==> config.mk <==
export PLATFORM = sky130hd
export DESIGN_NAME = dual_channel_recovery
export DESIGN_NICKNAME = d
export VERILOG_FILES = /design/src/rtl/dcr_pkg.sv /design/src/rtl/dcr_beat_watch.sv /design/src/rtl/dcr_skew_filter.sv /design/src/rtl/dcr_recovery_ctrl.sv /design/src/rtl/dual_channel_recovery.sv
export SDC_FILE = /design/constraint.sdc
export NUM_CORES = 1
export LEC_CHECK = 0
export BUFFER_PORTS_ARGS = -buffer_cell sky130_fd_sc_hd__buf_2
export CORE_MARGIN = 3
export CORE_UTILIZATION = 54
export CTS_BUF_LIST = sky130_fd_sc_hd__clkbuf_8
export CTS_CLUSTER_DIAMETER = 40
export DETAILED_ROUTE_END_ITERATION = 16
export PLACE_DENSITY = 0.83
export SLEW_MARGIN = 20
export SYNTH_ARGS = -nofsm -noshare
export SYNTH_HDL_FRONTEND = slang
export SYNTH_HIERARCHICAL = 1
export SYNTH_SLANG_ARGS = --single-unit
==> constraint.sdc <==
create_clock -name clk -period 3.3 [get_ports clk]
set_input_delay 0.33 -clock clk [delete_from_list [all_inputs] [get_ports clk]]
set_output_delay 0.33 -clock clk [all_outputs]
set_load 0.05 [all_outputs]
==> src/rtl/dcr_pkg.sv <==
package dcr_pkg;

  typedef enum logic [1:0] {
    CH_OK   = 2'd0,
    CH_PART = 2'd1,
    CH_FULL = 2'd2,
    CH_LOST = 2'd3
  } ch_code_t;

  typedef enum logic [2:0] {
    M_DUPLEX  = 3'd0,
    M_RECOV   = 3'd1,
    M_SETTLE  = 3'd2,
    M_SIMPLEX = 3'd3,
    M_FAILED  = 3'd4
  } mode_t;

  // code shown for channel idx given the engine mode
  function automatic ch_code_t code_for(mode_t m, logic idx, logic fault_ch, logic full_kind);
    ch_code_t c;
    c = CH_OK;
    case (m)
      M_RECOV, M_SETTLE: if (idx == fault_ch) c = full_kind ? CH_FULL : CH_PART;
      M_SIMPLEX:         if (idx == fault_ch) c = CH_LOST;
      M_FAILED:          c = CH_LOST;
      default:           c = CH_OK;
    endcase
    return c;
  endfunction

  // saturating silence counter step
  function automatic int unsigned silence_next(int unsigned cnt, logic toggled, int unsigned limit);
    if (toggled) return 0;
    if (cnt < limit) return cnt + 1;
    return cnt;
  endfunction

endpackage

==> src/rtl/dcr_beat_watch.sv <==
module dcr_beat_watch
  import dcr_pkg::*;
#(
  parameter int WDOG_TIMEOUT = 16
) (
  input  logic clk,
  input  logic rst_n,
  input  logic beat,
  output logic dead
);
  localparam int CNT_W = $clog2(WDOG_TIMEOUT + 1);

  logic             prev_q;
  logic [CNT_W-1:0] cnt_q;
  logic             toggled;

  assign toggled = beat ^ prev_q;

  always_ff @(posedge clk) begin
    if (!rst_n) begin
      prev_q <= 1'b0;
      cnt_q  <= '0;
    end else begin
      prev_q <= beat;
      cnt_q  <= CNT_W'(silence_next(int'(cnt_q), toggled, WDOG_TIMEOUT));
    end
  end

  assign dead = (int'(cnt_q) == WDOG_TIMEOUT);
endmodule

==> src/rtl/dcr_skew_filter.sv <==
module dcr_skew_filter #(
  parameter int WORD_W = 8
) (
  input  logic              clk,
  input  logic              rst_n,
  input  logic [WORD_W-1:0] word_a,
  input  logic [WORD_W-1:0] word_b,
  output logic              differ,
  output logic              confirmed
);
  logic differ_q;

  assign differ = (word_a != word_b);

  always_ff @(posedge clk) begin
    if (!rst_n) differ_q <= 1'b0;
    else        differ_q <= differ;
  end

  assign confirmed = differ & differ_q;
endmodule

==> src/rtl/dcr_recovery_ctrl.sv <==
module dcr_recovery_ctrl
  import dcr_pkg::*;
#(
  parameter int SETTLE_CYC = 8
) (
  input  logic            clk,
  input  logic            rst_n,
  input  logic [1:0]      alarm,
  input  logic [1:0]      dead,
  input  logic [1:0]      done,
  input  logic            differ,
  input  logic            confirmed,
  output logic [1:0]      part_req,
  output logic [1:0]      full_req,
  output logic [1:0][1:0] ch_state,
  output logic            fwd_sel,
  output logic            fwd_off,
  output logic            cell_fail,
  output logic            surv_fault
);
  localparam int SC_W = (SETTLE_CYC > 1) ? $clog2(SETTLE_CYC) : 1;
  localparam logic [SC_W-1:0] SC_LAST = SC_W'(SETTLE_CYC - 1);

  mode_t           mode_q, mode_d;
  logic            fch_q, fch_d;
  logic            kind_q, kind_d;
  logic [SC_W-1:0] scnt_q, scnt_d;
  logic [1:0]      preq_d, freq_d;
  logic            surv;
  logic            surv_bad;
  logic            tgt_ok;
  logic            degraded;

  assign surv     = ~fch_q;
  assign surv_bad = alarm[surv] | dead[surv];
  assign tgt_ok   = ~dead[fch_q] & ~alarm[fch_q] & ~differ;
  assign degraded = (mode_q == M_RECOV) || (mode_q == M_SETTLE) || (mode_q == M_SIMPLEX);

  always_comb begin
    mode_d = mode_q;
    fch_d  = fch_q;
    kind_d = kind_q;
    scnt_d = scnt_q;
    preq_d = 2'b00;
    freq_d = 2'b00;
    case (mode_q)
      M_DUPLEX: begin
        if (alarm[0]) begin
          mode_d = M_RECOV; fch_d = 1'b0; kind_d = 1'b1; freq_d = 2'b01;
        end else if (alarm[1]) begin
          mode_d = M_RECOV; fch_d = 1'b1; kind_d = 1'b1; freq_d = 2'b10;
        end else if (dead[0] & dead[1]) begin
          mode_d = M_FAILED;
        end else if (confirmed & (dead[0] ^ dead[1])) begin
          mode_d = M_RECOV; fch_d = dead[1]; kind_d = 1'b0;
          preq_d = dead[1] ? 2'b10 : 2'b01;
        end
      end
      M_RECOV: begin
        if (surv_bad) mode_d = M_FAILED;
        else if (done[fch_q]) begin
          mode_d = M_SETTLE;
          scnt_d = '0;
        end
      end
      M_SETTLE: begin
        if (surv_bad) mode_d = M_FAILED;
        else if (scnt_q == SC_LAST) mode_d = tgt_ok ? M_DUPLEX : M_SIMPLEX;
        else scnt_d = scnt_q + 1'b1;
      end
      M_SIMPLEX: begin
        if (surv_bad) mode_d = M_FAILED;
      end
      default: mode_d = M_FAILED;
    endcase
  end

  always_ff @(posedge clk) begin
    if (!rst_n) begin
      mode_q   <= M_DUPLEX;
      fch_q    <= 1'b0;
      kind_q   <= 1'b0;
      scnt_q   <= '0;
      part_req <= 2'b00;
      full_req <= 2'b00;
    end else begin
      mode_q   <= mode_d;
      fch_q    <= fch_d;
      kind_q   <= kind_d;
      scnt_q   <= scnt_d;
      part_req <= preq_d;
      full_req <= freq_d;
    end
  end

  for (genvar i = 0; i < 2; i++) begin : g_code
    assign ch_state[i] = code_for(mode_q, 1'(i), fch_q, kind_q);
  end

  assign fwd_sel    = (mode_q == M_DUPLEX) ? 1'b0 : surv;
  assign fwd_off    = (mode_q == M_FAILED);
  assign cell_fail  = (mode_q == M_FAILED);
  assign surv_fault = degraded & surv_bad;
endmodule

==> src/rtl/dual_channel_recovery.sv <==
module dual_channel_recovery
  import dcr_pkg::*;
#(
  parameter int WORD_W       = 8,
  parameter int WDOG_TIMEOUT = 16,
  parameter int SETTLE_CYC   = 8
) (
  input  logic                   clk,
  input  logic                   rst_n,
  input  logic [1:0][WORD_W-1:0] ch_word,
  input  logic [1:0]             ch_beat,
  input  logic [1:0]             ch_alarm,
  input  logic [1:0]             rcfg_done,
  output logic [WORD_W-1:0]      act_word,
  output logic                   sup_beat,
  output logic [1:0]             part_req,
  output logic [1:0]             full_req,
  output logic [1:0][1:0]        ch_state,
  output logic                   cell_fail
);
  logic [1:0] beat_dead;
  logic       mis_raw;
  logic       mis_hit;
  logic       fwd_sel;
  logic       fwd_off;
  logic       surv_fault;

  for (genvar i = 0; i < 2; i++) begin : g_watch
    dcr_beat_watch #(.WDOG_TIMEOUT(WDOG_TIMEOUT)) u_watch (
      .clk  (clk),
      .rst_n(rst_n),
      .beat (ch_beat[i]),
      .dead (beat_dead[i])
    );
  end

  dcr_skew_filter #(.WORD_W(WORD_W)) u_filter (
    .clk      (clk),
    .rst_n    (rst_n),
    .word_a   (ch_word[0]),
    .word_b   (ch_word[1]),
    .differ   (mis_raw),
    .confirmed(mis_hit)
  );

  dcr_recovery_ctrl #(.SETTLE_CYC(SETTLE_CYC)) u_ctrl (
    .clk       (clk),
    .rst_n     (rst_n),
    .alarm     (ch_alarm),
    .dead      (beat_dead),
    .done      (rcfg_done),
    .differ    (mis_raw),
    .confirmed (mis_hit),
    .part_req  (part_req),
    .full_req  (full_req),
    .ch_state  (ch_state),
    .fwd_sel   (fwd_sel),
    .fwd_off   (fwd_off),
    .cell_fail (cell_fail),
    .surv_fault(surv_fault)
  );

  assign act_word = fwd_off ? '0 : ch_word[fwd_sel];
  assign sup_beat = fwd_off ? 1'b0 : ch_beat[fwd_sel];
endmodule

Yosys cells after proc, flatten, opt, wreduce, memory -nomap -nowiden
Index checks and enable logic that the tools add are counted.

word-level totals
  register bits = 25
  bits of input ports = 24
  output and inout bits = 18

cells by class
  $add $sub $neg = 3
  order comparisons = 5
  equal/unequal tests = 17
  multiplexer cells = 63
  bitwise operators = 16
  reductions and logical operators = 12

operators by type and width
  kind                 count
  $mux 3               13
  $mux 1               33
  $mux 8               3
  $mux 2               8
  $pmux 2 s3           2
  $pmux 3 s4           1
  $add 5x1->5 const B  2
  $eq 5x5->1 const B   2
  $lt 5x5->1 const B   2
  $mux 5               2
  $ne 2x2->1 const B   4
  $ne 8x8->1           1
  $not 1->1            7
  $eq 3x2->1 const B   2
  $eq 3x3->1 const B   2
  $lt 1x2->1 const B   3
  $ne 3x2->1 const B   2
  $pmux 3 s2           1
  $reduce_or 2->1      3
  $reduce_or 6->1      1
  $and 1x1->1          5
  $ne 5x3->1 const B   1
  $reduce_and 5->1     1
  $reduce_and 4->1     1
  other kinds (12)     14

Longest topological paths before layout
Gate-level depths: netlist (run 1).

  depth in word-level cells = 10
  depth in mapped cells = 8
  mapped depth without buffers = 8

By module
The synthesis (run 1) kept the hierarchy.

by module, submodules not included
  module                 instances  cells each  area an instance (um^2)  sequential area each (um^2)
  dcr_recovery_ctrl      1          101         839.6                    240.2
  dcr_beat_watch         2          26          257.7                    120.1
  dual_channel_recovery  1          20          138.9                    0.0
  dcr_skew_filter        1          14          121.4                    20.0

Least setup slack after synthesis (run 1)
Ideal clock, no wire load.

  path kind = register to register
  from = register g_watch[1].u_watch.cnt_q[0]
  to = register u_ctrl.mode_q[2]
  arrival time = 2.373 ns
  setup slack = 0.810 ns
  stages on the path, launching flop included = 9
  buffers on the path = 0
  period minus slack after synthesis = 2.490 ns
  path through = dfxtp_1 -> inv_1 -> ha_1 -> nor4bb_1 -> ha_1 -> a2111oi_0 -> nand2_1 -> o21a_1 -> and4b_1

between the ends
  word-level cells in the longest chain between the ends = 6
  elaborated cells on any way between the ends = 18

ends and longest elaborated chain
  item                                                                    line                                              RTL
  from (decl)                                                             dcr_beat_watch.sv:14                              logic [CNT_W-1:0] cnt_q;
  from (signal assigned)                                                  dcr_beat_watch.sv:25                              cnt_q <= CNT_W'(silence_next(int'(cnt_q), toggled, WDOG_TIMEOUT));
  $eq 5x5->1 *                                                            dcr_beat_watch.sv:29                              assign dead = (int'(cnt_q) == WDOG_TIMEOUT);
  via beat_dead[1]                                                        dual_channel_recovery.sv:21                       logic [1:0] beat_dead;
  $mux 1 (implied by the code) / $and 1x1->1 (equally long branches)      dcr_recovery_ctrl.sv:35, dcr_recovery_ctrl.sv:52
  $mux 1 (implied by the code) / $mux 3 (equally long branches)           dcr_recovery_ctrl.sv:35, dcr_recovery_ctrl.sv:52
  $or 1x1->1 / $mux 3 (equally long branches)                             dcr_recovery_ctrl.sv:35, dcr_recovery_ctrl.sv:50
  $ne 3x2->1 (no source line) (tied with other cells)                     --
  $reduce_and 4->1 (no source line) / $pmux 3 s4 (equally long branches)  --
  to (signal assigned)                                                    dcr_recovery_ctrl.sv:87                           mode_q <= mode_d;
  to (decl)                                                               dcr_recovery_ctrl.sv:24                           mode_t mode_q, mode_d;

Mark *: on every way through the listed nets, which the timed path passes. The rest lies on a longest branch. The select of a mux whose other input is x is not followed.
A chain may end at the register's enable or synchronous reset.

Final worst setup path (run 1)
  from = register u_ctrl.mode_q[2]
  to = output act_word[6]

between the ends
  word-level cells in the longest chain between the ends = 5
  elaborated cells on any way between the ends = 6

ends and longest elaborated chain
  item                                        line                         RTL
  $logic_not 3->1                             dcr_recovery_ctrl.sv:100     assign fwd_sel = (mode_q == M_DUPLEX) ? 1'b0 : surv;
  $mux 1                                      dcr_recovery_ctrl.sv:100
  via fwd_sel                                 dual_channel_recovery.sv:24  logic fwd_sel;
  $mux 8 (implied by the code) (2 in series)  dual_channel_recovery.sv:63  assign act_word = fwd_off ? '0 : ch_word[fwd_sel];
  $mux 8                                      dual_channel_recovery.sv:63
  to (decl)                                   dual_channel_recovery.sv:14  output logic [WORD_W-1:0] act_word,

The timed path passes the listed nets, and every way through them passes these cells. The select of a mux whose other input is x is not followed.

==> results.json, run 1 <==
{
  "synth_area_mm2": 0.00161,
  "drt-total-wl_mm": 3.41,
  "internal-power_mw": 0.741,
  "die-area_mm2": 0.00367,
  "worst_pin_slew_ps": 535,
  "clkTransAtPathRegs_ps": 80,
  "drt_pass1_iterations": 4,
  "combPwrFrac_pct": 64.1,
  "area_growth_pct": 15.8,
  "top_layer": "met4",
  "dieHeight_um": 60.6,
  "worst_slack_ps": 1010,
  "worst-path-max-fanout": 12,
  "postRouteAntennaNets": 0,
  "cts_setup_buffers": 0,
  "total_power_mw": 1.63,
  "dr_wl_met3_um": 76,
  "dp_hpwl_mm": 2.71,
  "rsz0062_at_grt": "no",
  "io_pins": 42,
  "p_clk_share_pct": 10.5,
  "cts-root-buf": "clkbuf_8",
  "synth_cells": 186,
  "final_hold_viol_count": 0,
  "max_cap_violations": 0,
  "grt_pass1_wl_mm": 5.93,
  "htree_levels": 1,
  "core_area_mm2": 0.00281,
  "grt_max_degree": 14,
  "holdBufCountCts": 0,
  "initial_core_util_pct": 57.4,
  "overflow": 0,
  "path_class": "reg -> out",
  "numCtsBuffers": 3,
  "clk_latency_ps": 260,
  "antenna_found_initial": 0,
  "p_sw_mw": 0.891,
  "tns_ps": 0,
  "setup-violations-final": 0,
  "wl_met1_mm": 1.47,
  "cts_tree": "built",
  "synth_fp_nets": 218,
  "vias": 1430,
  "vdd_ir_drop_max_uv": 543,
  "layout-drive-gt1-share_pct": 24.2,
  "port_buffers": 41,
  "first_global_vias": 1420,
  "fin_area_mm2": 0.00186,
  "clock_skew_ps": 2.25,
  "vias_per_cell": 5.54,
  "ys_warn_count": 6,
  "drtIter0Drc": 62,
  "seq_power_share_pct": 25.4,
  "clockBufferDepth": 2,
  "arrival_ps": 1960,
  "syn-mean-instance-area_um2": 8.66,
  "worstPathRequired_ps": 2970,
  "cp-end-kind": "output pin",
  "place_area_mm2": 0.00182,
  "cp-start-kind": "flip-flop",
  "cts.sinks": 25,
  "powerDensity_mw_per_mm2": 876,
  "period_needed_ps": 2290,
  "fmaxAchievable_ghz": 0.437,
  "cts_resized": 0,
  "wl_per_cell_um": 13.2,
  "drc": 0,
  "period_share_pct": 69.3,
  "hp-class": "in -> reg",
  "grt.total_usage_pct": 20.7,
  "status": "complete, no violations",
  "diodes": 0,
  "wl_met2_mm": 1.82,
  "slew_violations": 0,
  "place_ws_ps": 997,
  "die_w_um": 60.6,
  "nNetsFinal": 260,
  "rows": 19,
  "place.gp.congestion": 0.811,
  "slew-limit-headroom_pct": 64.0,
  "netSwitchingFraction_pct": 54.6,
  "leakage_nw": 0.873
}
[area by class of cell]
type | instances | area, µm²
multi-input combinational | 145 | 1020
clock inverter | 1 | 3.75
fill | 247 | 941
clock buffer | 3 | 41.3
sequential | 25 | 500
inverter | 9 | 33.8
timing repair buffer | 44 | 228
tap | 31 | 38.8
[through the flow]
stage                     utilization, %  hold WS (ps)  cells
after global routing                66.5           324    258
after CTS                           66.5           304    258
final                               66.5           308    258
after detailed placement            64.9           477    254
after floorplan                        -           406    186
after global placement              64.9           466    254
[critical path: stages, from the launching register on]
cell and delay [ps]:
dfxtp_1 460, nor3_2 460, nor2_1 80, buf_4 200
mux2i_1 140, nor2_1 90, buf_2 270
[final timing paths]
check	startpoint	endpoint	slack, ps	cells past startpoint
max	u_ctrl/mode_q[2]	act_word[6]	1010	6
min	ch_beat[1]	g_watch[1].u_watch/prev_q	310	2
max reg2reg	g_watch[1].u_watch/cnt_q[0]	u_ctrl/mode_q[1]	1050	9
min reg2reg	u_ctrl/scnt_q[2]	u_ctrl/scnt_q[2]	480	2
[power groups by stage]
stage	combinational, mW	clock (mW)	sequential (mW)
after floorplan	0.918	0	0.381
after global placement	1.03	0	0.421
after detailed placement	1.04	0	0.422
after CTS	1.05	0.179	0.415
after global routing	1.12	0.191	0.424
final	1.05	0.171	0.415
[metal layers]
| layer | vias to the layer above | track usage (%) |
|---|---|---|
| met2 | 19 | 38.5 |
| met1 | 672 | 23.9 |
| li1 | 733 | - |
| met3 | 6 | 2.34 |
| met4 | 0 | 8.36 |
| met5 | - | 0 |
[cells in the final DEF, fill, tap and decap left out, drive strengths merged, types with 2 or more instances in the layout]
cell type  instances
nor3               6
nor4               4
a31oi              2
nor2b              3
nand4              2
nor4bb             2
ha                 8
a21oi              6
or3                2
nor3b              4
mux2i             12
buf               44
and2               2
nor2              24
dfxtp             25
a21boi             2
nand2             19
inv               10
a22oi              2
xnor2              5
nand4b             3
clkbuf             3
xor2              12
o21ai              6
nand3b             3
a311oi             2
maj3               2
[state kept, by name (all words and copies together), names as in the netlist]
| signal | count |
|---|---|
| g_watch.u_watch/prev_q | 2 |
| u_ctrl/fch_q | 1 |
| g_watch.u_watch/cnt_q | 10 |
| u_ctrl/full_req | 2 |
| u_ctrl/scnt_q | 3 |
| u_ctrl/part_req | 2 |
| u_filter/differ_q | 1 |
| u_ctrl/kind_q | 1 |
| u_ctrl/mode_q | 3 |
No activity file was read; power rests on OpenSTA's default activity.
==> inputs of run 2 (changes only) <==
--- a/config.mk
+++ b/config.mk
@@ -5,13 +5,14 @@
 export SDC_FILE = /design/constraint.sdc
 export NUM_CORES = 1
 export LEC_CHECK = 0
+export ABC_AREA = 1
 export BUFFER_PORTS_ARGS = -buffer_cell sky130_fd_sc_hd__buf_2
 export CORE_MARGIN = 3
-export CORE_UTILIZATION = 54
+export CORE_UTILIZATION = 56
 export CTS_BUF_LIST = sky130_fd_sc_hd__clkbuf_8
 export CTS_CLUSTER_DIAMETER = 40
 export DETAILED_ROUTE_END_ITERATION = 16
-export PLACE_DENSITY = 0.83
+export PLACE_DENSITY = 0.84
 export SLEW_MARGIN = 20
 export SYNTH_ARGS = -nofsm -noshare
 export SYNTH_HDL_FRONTEND = slang
==> constraint.sdc (replaced) <==
create_clock -name clk -period 2.15 [get_ports clk]
set_input_delay 0.215 -clock clk [delete_from_list [all_inputs] [get_ports clk]]
set_output_delay 0.215 -clock clk [all_outputs]
set_load 0.05 [all_outputs]
==> run 2 against run 1 <==
  * Core utilization increased by 2.3 points
  * Wire length increased by 5.9%
  * First-iteration DRC count increased by 9.7%
  * Register-to-register slack got worse by 740 ps
  * Largest power group unchanged
  * Clock power increased by 65%
  * Worst hold slack got worse by 130 ps
  * Sequential share of layout area decreased by 3.2 points
  * Synthesized cell count increased by 64%
  * Clock skew increased by 4.4 ps
  * Worst setup slack got worse by 820 ps
==> results.json, run 2 <==
{
  "worstPathRequired_ps": 1930,
  "first_global_vias": 1544,
  "io_pins": 42,
  "clk_latency_ps": 270,
  "clkTransAtPathRegs_ps": 90,
  "tns_ps": 0,
  "grt_pass1_wl_mm": 6.13,
  "holdBufCountCts": 0,
  "clockBufferDepth": 2,
  "vdd_ir_drop_max_uv": 593,
  "cp-end-kind": "output pin",
  "largestRegisters": "g_watch.u_watch/cnt_q: 10 flops, u_ctrl/mode_q: 3 flops, u_ctrl/scnt_q: 3 flops",
  "clock_skew_ps": 6.66,
  "fmaxAchievable_ghz": 0.512,
  "cts.sinks": 25,
  "die_w_um": 63.0,
  "slew_violations": 0,
  "overflow": 0,
  "stdcell_count": 392,
  "hold_ws_ps": 176,
  "drc": 0,
  "antenna_found_initial": 0,
  "min_from": "ch_beat[0]",
  "vias_per_cell": 4.67,
  "rsz0062_at_grt": "no",
  "area_growth_pct": 16.2,
  "max_cap_violations": 0,
  "cts-root-buf": "clkbuf_8",
  "postRouteAntennaNets": 0,
  "hp-class": "in -> reg",
  "core_area_mm2": 0.00308,
  "period_share_pct": 90.9,
  "startpoint": "u_ctrl/mode_q[0]",
  "regMostFlops": "g_watch.u_watch/cnt_q",
  "dp_hpwl_mm": 2.91,
  "arrival_ps": 1740,
  "worst_pin_slew_ps": 420,
  "grt_max_degree": 19,
  "nNetsFinal": 381,
  "numCtsBuffers": 3,
  "rrSetupSlack_ps": 310,
  "vias": 1830,
  "drtIter0Drc": 68,
  "slew-limit-headroom_pct": 72.0,
  "synth_cells": 305,
  "diodes": 0,
  "cts_tree": "built",
  "layout_commonest_cell": "nand2_1",
  "layout_common_cells": "93 x nand2_1, 57 x nor2_1, 51 x inv_1",
  "path_class": "reg -> out",
  "worst-path-max-fanout": 18,
  "initial_core_util_pct": 59.1,
  "setup-violations-final": 0,
  "leakage_nw": 1.23,
  "port_buffers": 41,
  "dpl.cell_count": 388,
  "multi_input_area_mm2": 0.00106,
  "die-area_mm2": 0.00397,
  "dieHeight_um": 63.0,
  "layout-drive-gt1-share_pct": 23.6,
  "rr_startpoint": "g_watch[1].u_watch/cnt_q[0]",
  "total_power_mw": 2.89,
  "drt_pass1_iterations": 4,
  "grt.total_usage_pct": 18.3,
  "htree_levels": 1,
  "period_needed_ps": 1950,
  "status": "complete, no violations",
  "synth_area_mm2": 0.00182,
  "regArea_um2": 500,
  "wl_per_cell_um": 9.22,
  "final_hold_viol_count": 0,
  "ys_warn_count": 6,
  "largest_reg_flops": 10,
  "rows": 20,
  "cts_resized": 0,
  "syn-mean-instance-area_um2": 5.97,
  "nFillCells": 293,
  "drt-total-wl_mm": 3.62,
  "cp-start-kind": "flip-flop",
  "cts_setup_buffers": 0,
  "place.gp.congestion": 0.901,
  "synth_fp_nets": 337,
  "powerDensity_mw_per_mm2": 1360
}
[run 2: final cells by class]
| type | count | share of cell area, % |
|---|---|---|
| well taps | 44 | 2.60 |
| inverters | 59 | 10.5 |
| flip-flops and latches | 25 | 23.7 |
| clock buffers | 3 | 1.95 |
| multi-input cells | 217 | 50.3 |
| clock inverters | 1 | 0.355 |
| repair buffers | 43 | 10.6 |
[run 2: routing by layer]
layer	global-route usage, %	routed length (µm)	up-vias	share of wire, %
li1	-	-	989	-
met1	22.8	1650	798	46
met2	32.5	1790	41	50
met3	3.42	169	2	4.7
met4	3.86	8	0	0.22
met5	0	0	-	0
[run 2: power by group]
part / switching [mW] / internal, mW
sequential: 0.0722 / 0.535
clock: 0.151 / 0.131
combinational: 1.48 / 0.516
total: 1.70 / 1.18
[run 2: final timing paths]
path / to / depth (start not counted)
max: act_word[4] / 9
min: g_watch[0].u_watch/prev_q / 3
max reg2reg: u_ctrl/fch_q / 11
min reg2reg: u_ctrl/kind_q / 2
[run 2: through the flow]
stage / utilization [%] / cell area [µm²] / setup WS, ps
2_1_floorplan: - / 1820 / 116
3_3_place_gp: 66.8 / 2060 / 406
3_5_place_dp: 66.8 / 2060 / 340
4_1_cts: 68.4 / 2110 / 161
5_1_grt: 68.7 / 2120 / 47.2
6_report: 68.7 / 2120 / 196
[run 2: worst max-delay path, stage by stage (launching register included)]
cell	delay, ps
dfxtp_1	370
inv_2	110
nand2_2	80
nor2_4	140
nor2_1	50
buf_4	210
nand2_1	80
nand2_1	40
nor2_1	100
buf_2	280
==> inputs of run 3 (changes only) <==
--- a/config.mk
+++ b/config.mk
@@ -12,7 +12,7 @@
 export CTS_BUF_LIST = sky130_fd_sc_hd__clkbuf_8
 export CTS_CLUSTER_DIAMETER = 40
 export DETAILED_ROUTE_END_ITERATION = 16
-export PLACE_DENSITY = 0.84
+export PLACE_DENSITY = 0.83
 export SLEW_MARGIN = 20
 export SYNTH_ARGS = -nofsm -noshare
 export SYNTH_HDL_FRONTEND = slang
==> run 3 against run 2 <==
  * Die area is the same
  * Worst hold slack got worse by 5.8 ps
  * Register-to-register slack got worse by 20 ps
  * Combinational power about the same
  * Non-clock buffer count down 1
  * Worst setup slack better by 2.7 ps
==> results.json, run 3 (synthesis results as in run 2) <==
{
  "hp-class": "in -> reg",
  "max_cap_violations": 0,
  "numCtsBuffers": 3,
  "nFillCells": 305,
  "place.gp.congestion": 0.848,
  "leakage_nw": 1.22,
  "antenna_found_initial": 0,
  "drc": 0,
  "place_ws_ps": 313,
  "hold_ws_ps": 170,
  "wl_per_cell_um": 8.91,
  "critPathSlowestCell": "dfxtp_1",
  "htree_levels": 1,
  "cts_setup_buffers": 0,
  "rows": 20,
  "cp_num_buf_inv": 3,
  "layout_commonest_cell": "nand2_1",
  "io_pins": 42,
  "slew-limit-headroom_pct": 69.3,
  "vias_per_cell": 4.60,
  "multi_input_area_mm2": 0.00106,
  "area_growth_pct": 15.9,
  "largestRegisters": "g_watch.u_watch/cnt_q: 10 flops, u_ctrl/mode_q: 3 flops, u_ctrl/scnt_q: 3 flops",
  "regArea_um2": 500,
  "layout-drive-gt1-share_pct": 23.3,
  "setup-violations-final": 0,
  "fmaxAchievable_ghz": 0.512,
  "final_hold_viol_count": 0,
  "overflow": 0,
  "status": "complete, no violations",
  "nNetsFinal": 380,
  "dieHeight_um": 63.0,
  "initial_core_util_pct": 59.1,
  "diodes": 0,
  "regMostFlops": "g_watch.u_watch/cnt_q",
  "critPathTopFamily": "buffers and inverters",
  "cts_tree": "built",
  "grt_pass1_wl_mm": 6.05,
  "vias": 1799,
  "period_needed_ps": 1950,
  "arrival_ps": 1740,
  "clkTransAtPathRegs_ps": 90,
  "layout_common_cells": "93 x nand2_1, 57 x nor2_1, 51 x inv_1",
  "first_global_vias": 1525,
  "path_class": "reg -> out",
  "crit_chain": "inv_2, nand2_2, nor2_4, nor2_1, buf_4, nand2_1, nand2_1, nor2_1, buf_2",
  "dp_hpwl_mm": 2.87,
  "cp-end-kind": "output pin",
  "worstPathRequired_ps": 1930,
  "grt.total_usage_pct": 18.0,
  "die-area_mm2": 0.00397,
  "largest_reg_flops": 10,
  "clk_latency_ps": 270,
  "rsz0062_at_grt": "no",
  "grt_max_degree": 19,
  "drtIter0Drc": 107,
  "cts.sinks": 25,
  "powerDensity_mw_per_mm2": 1360,
  "cts-root-buf": "clkbuf_8",
  "worst-path-max-fanout": 18,
  "postRouteAntennaNets": 0,
  "tns_ps": 0,
  "die_w_um": 63.0,
  "slowest_delay_ps": 380,
  "drt-total-wl_mm": 3.49,
  "period_share_pct": 90.8,
  "clockBufferDepth": 2,
  "worst_pin_slew_ps": 457,
  "core_area_mm2": 0.00308,
  "cp-start-kind": "flip-flop",
  "port_buffers": 41,
  "worst_slack_ps": 199,
  "drt_pass1_iterations": 4,
  "clock_skew_ps": 5.57,
  "slew_violations": 0,
  "vdd_ir_drop_max_uv": 799,
  "total_power_mw": 2.88,
  "final_util_pct": 68.6
}
run 3: final timing paths:
check | from | to | slack (ps) | cells past startpoint
setup / recovery | u_ctrl/mode_q[0] | sup_beat | 200 | 9
hold / removal | ch_beat[0] | g_watch[0].u_watch/prev_q | 170 | 3
setup reg to reg | g_watch[0].u_watch/cnt_q[0] | u_ctrl/mode_q[0] | 290 | 11
hold reg to reg | u_ctrl/kind_q | u_ctrl/kind_q | 480 | 2
run 3: timing repair:
item,4_1_cts,5_1_grt
resized for setup,0,4
hold buffers,0,0
endpoints found under the setup margin,0,7
run 3: stage by stage:
stage | instances | area (µm²)
CTS | 391 | 2100
global route | 391 | 2110
detailed placement | 387 | 2050
global placement | 387 | 2050
floorplan | 305 | 1820
finish | 391 | 2110
run 3: per-layer routing:
metal	vias to the layer above	global-route usage (%)	wire length (µm)
met5	-	0	0
met4	0	2.48	8
met3	2	3.42	141
met2	29	32.8	1660
met1	779	22.1	1670
li1	989	-	-
run 3: where the power goes:
part | internal, mW | leakage [nW] | switching [mW]
Clock | 0.131 | 0.0217 | 0.145
Combinational | 0.524 | 0.995 | 1.47
Sequential | 0.535 | 0.205 | 0.0715
Total | 1.19 | 1.22 | 1.69
run 3: worst reg2reg max path, delay by kind of cell (launching register included):
family	cells	cell delay (ps)
buffers and inverters	1	90
adder cells (fa/ha/maj)	2	450
flip-flops	1	340
AND/OR/NAND/NOR	8	890
run 3: cell type report:
class	instances	share of cell area (%)
tap	44	2.61
multi-input combinational	217	50.4
clock inverter	1	0.356
timing repair buffer	42	10.4
clock buffer	3	1.96
sequential	25	23.7
inverter	59	10.5
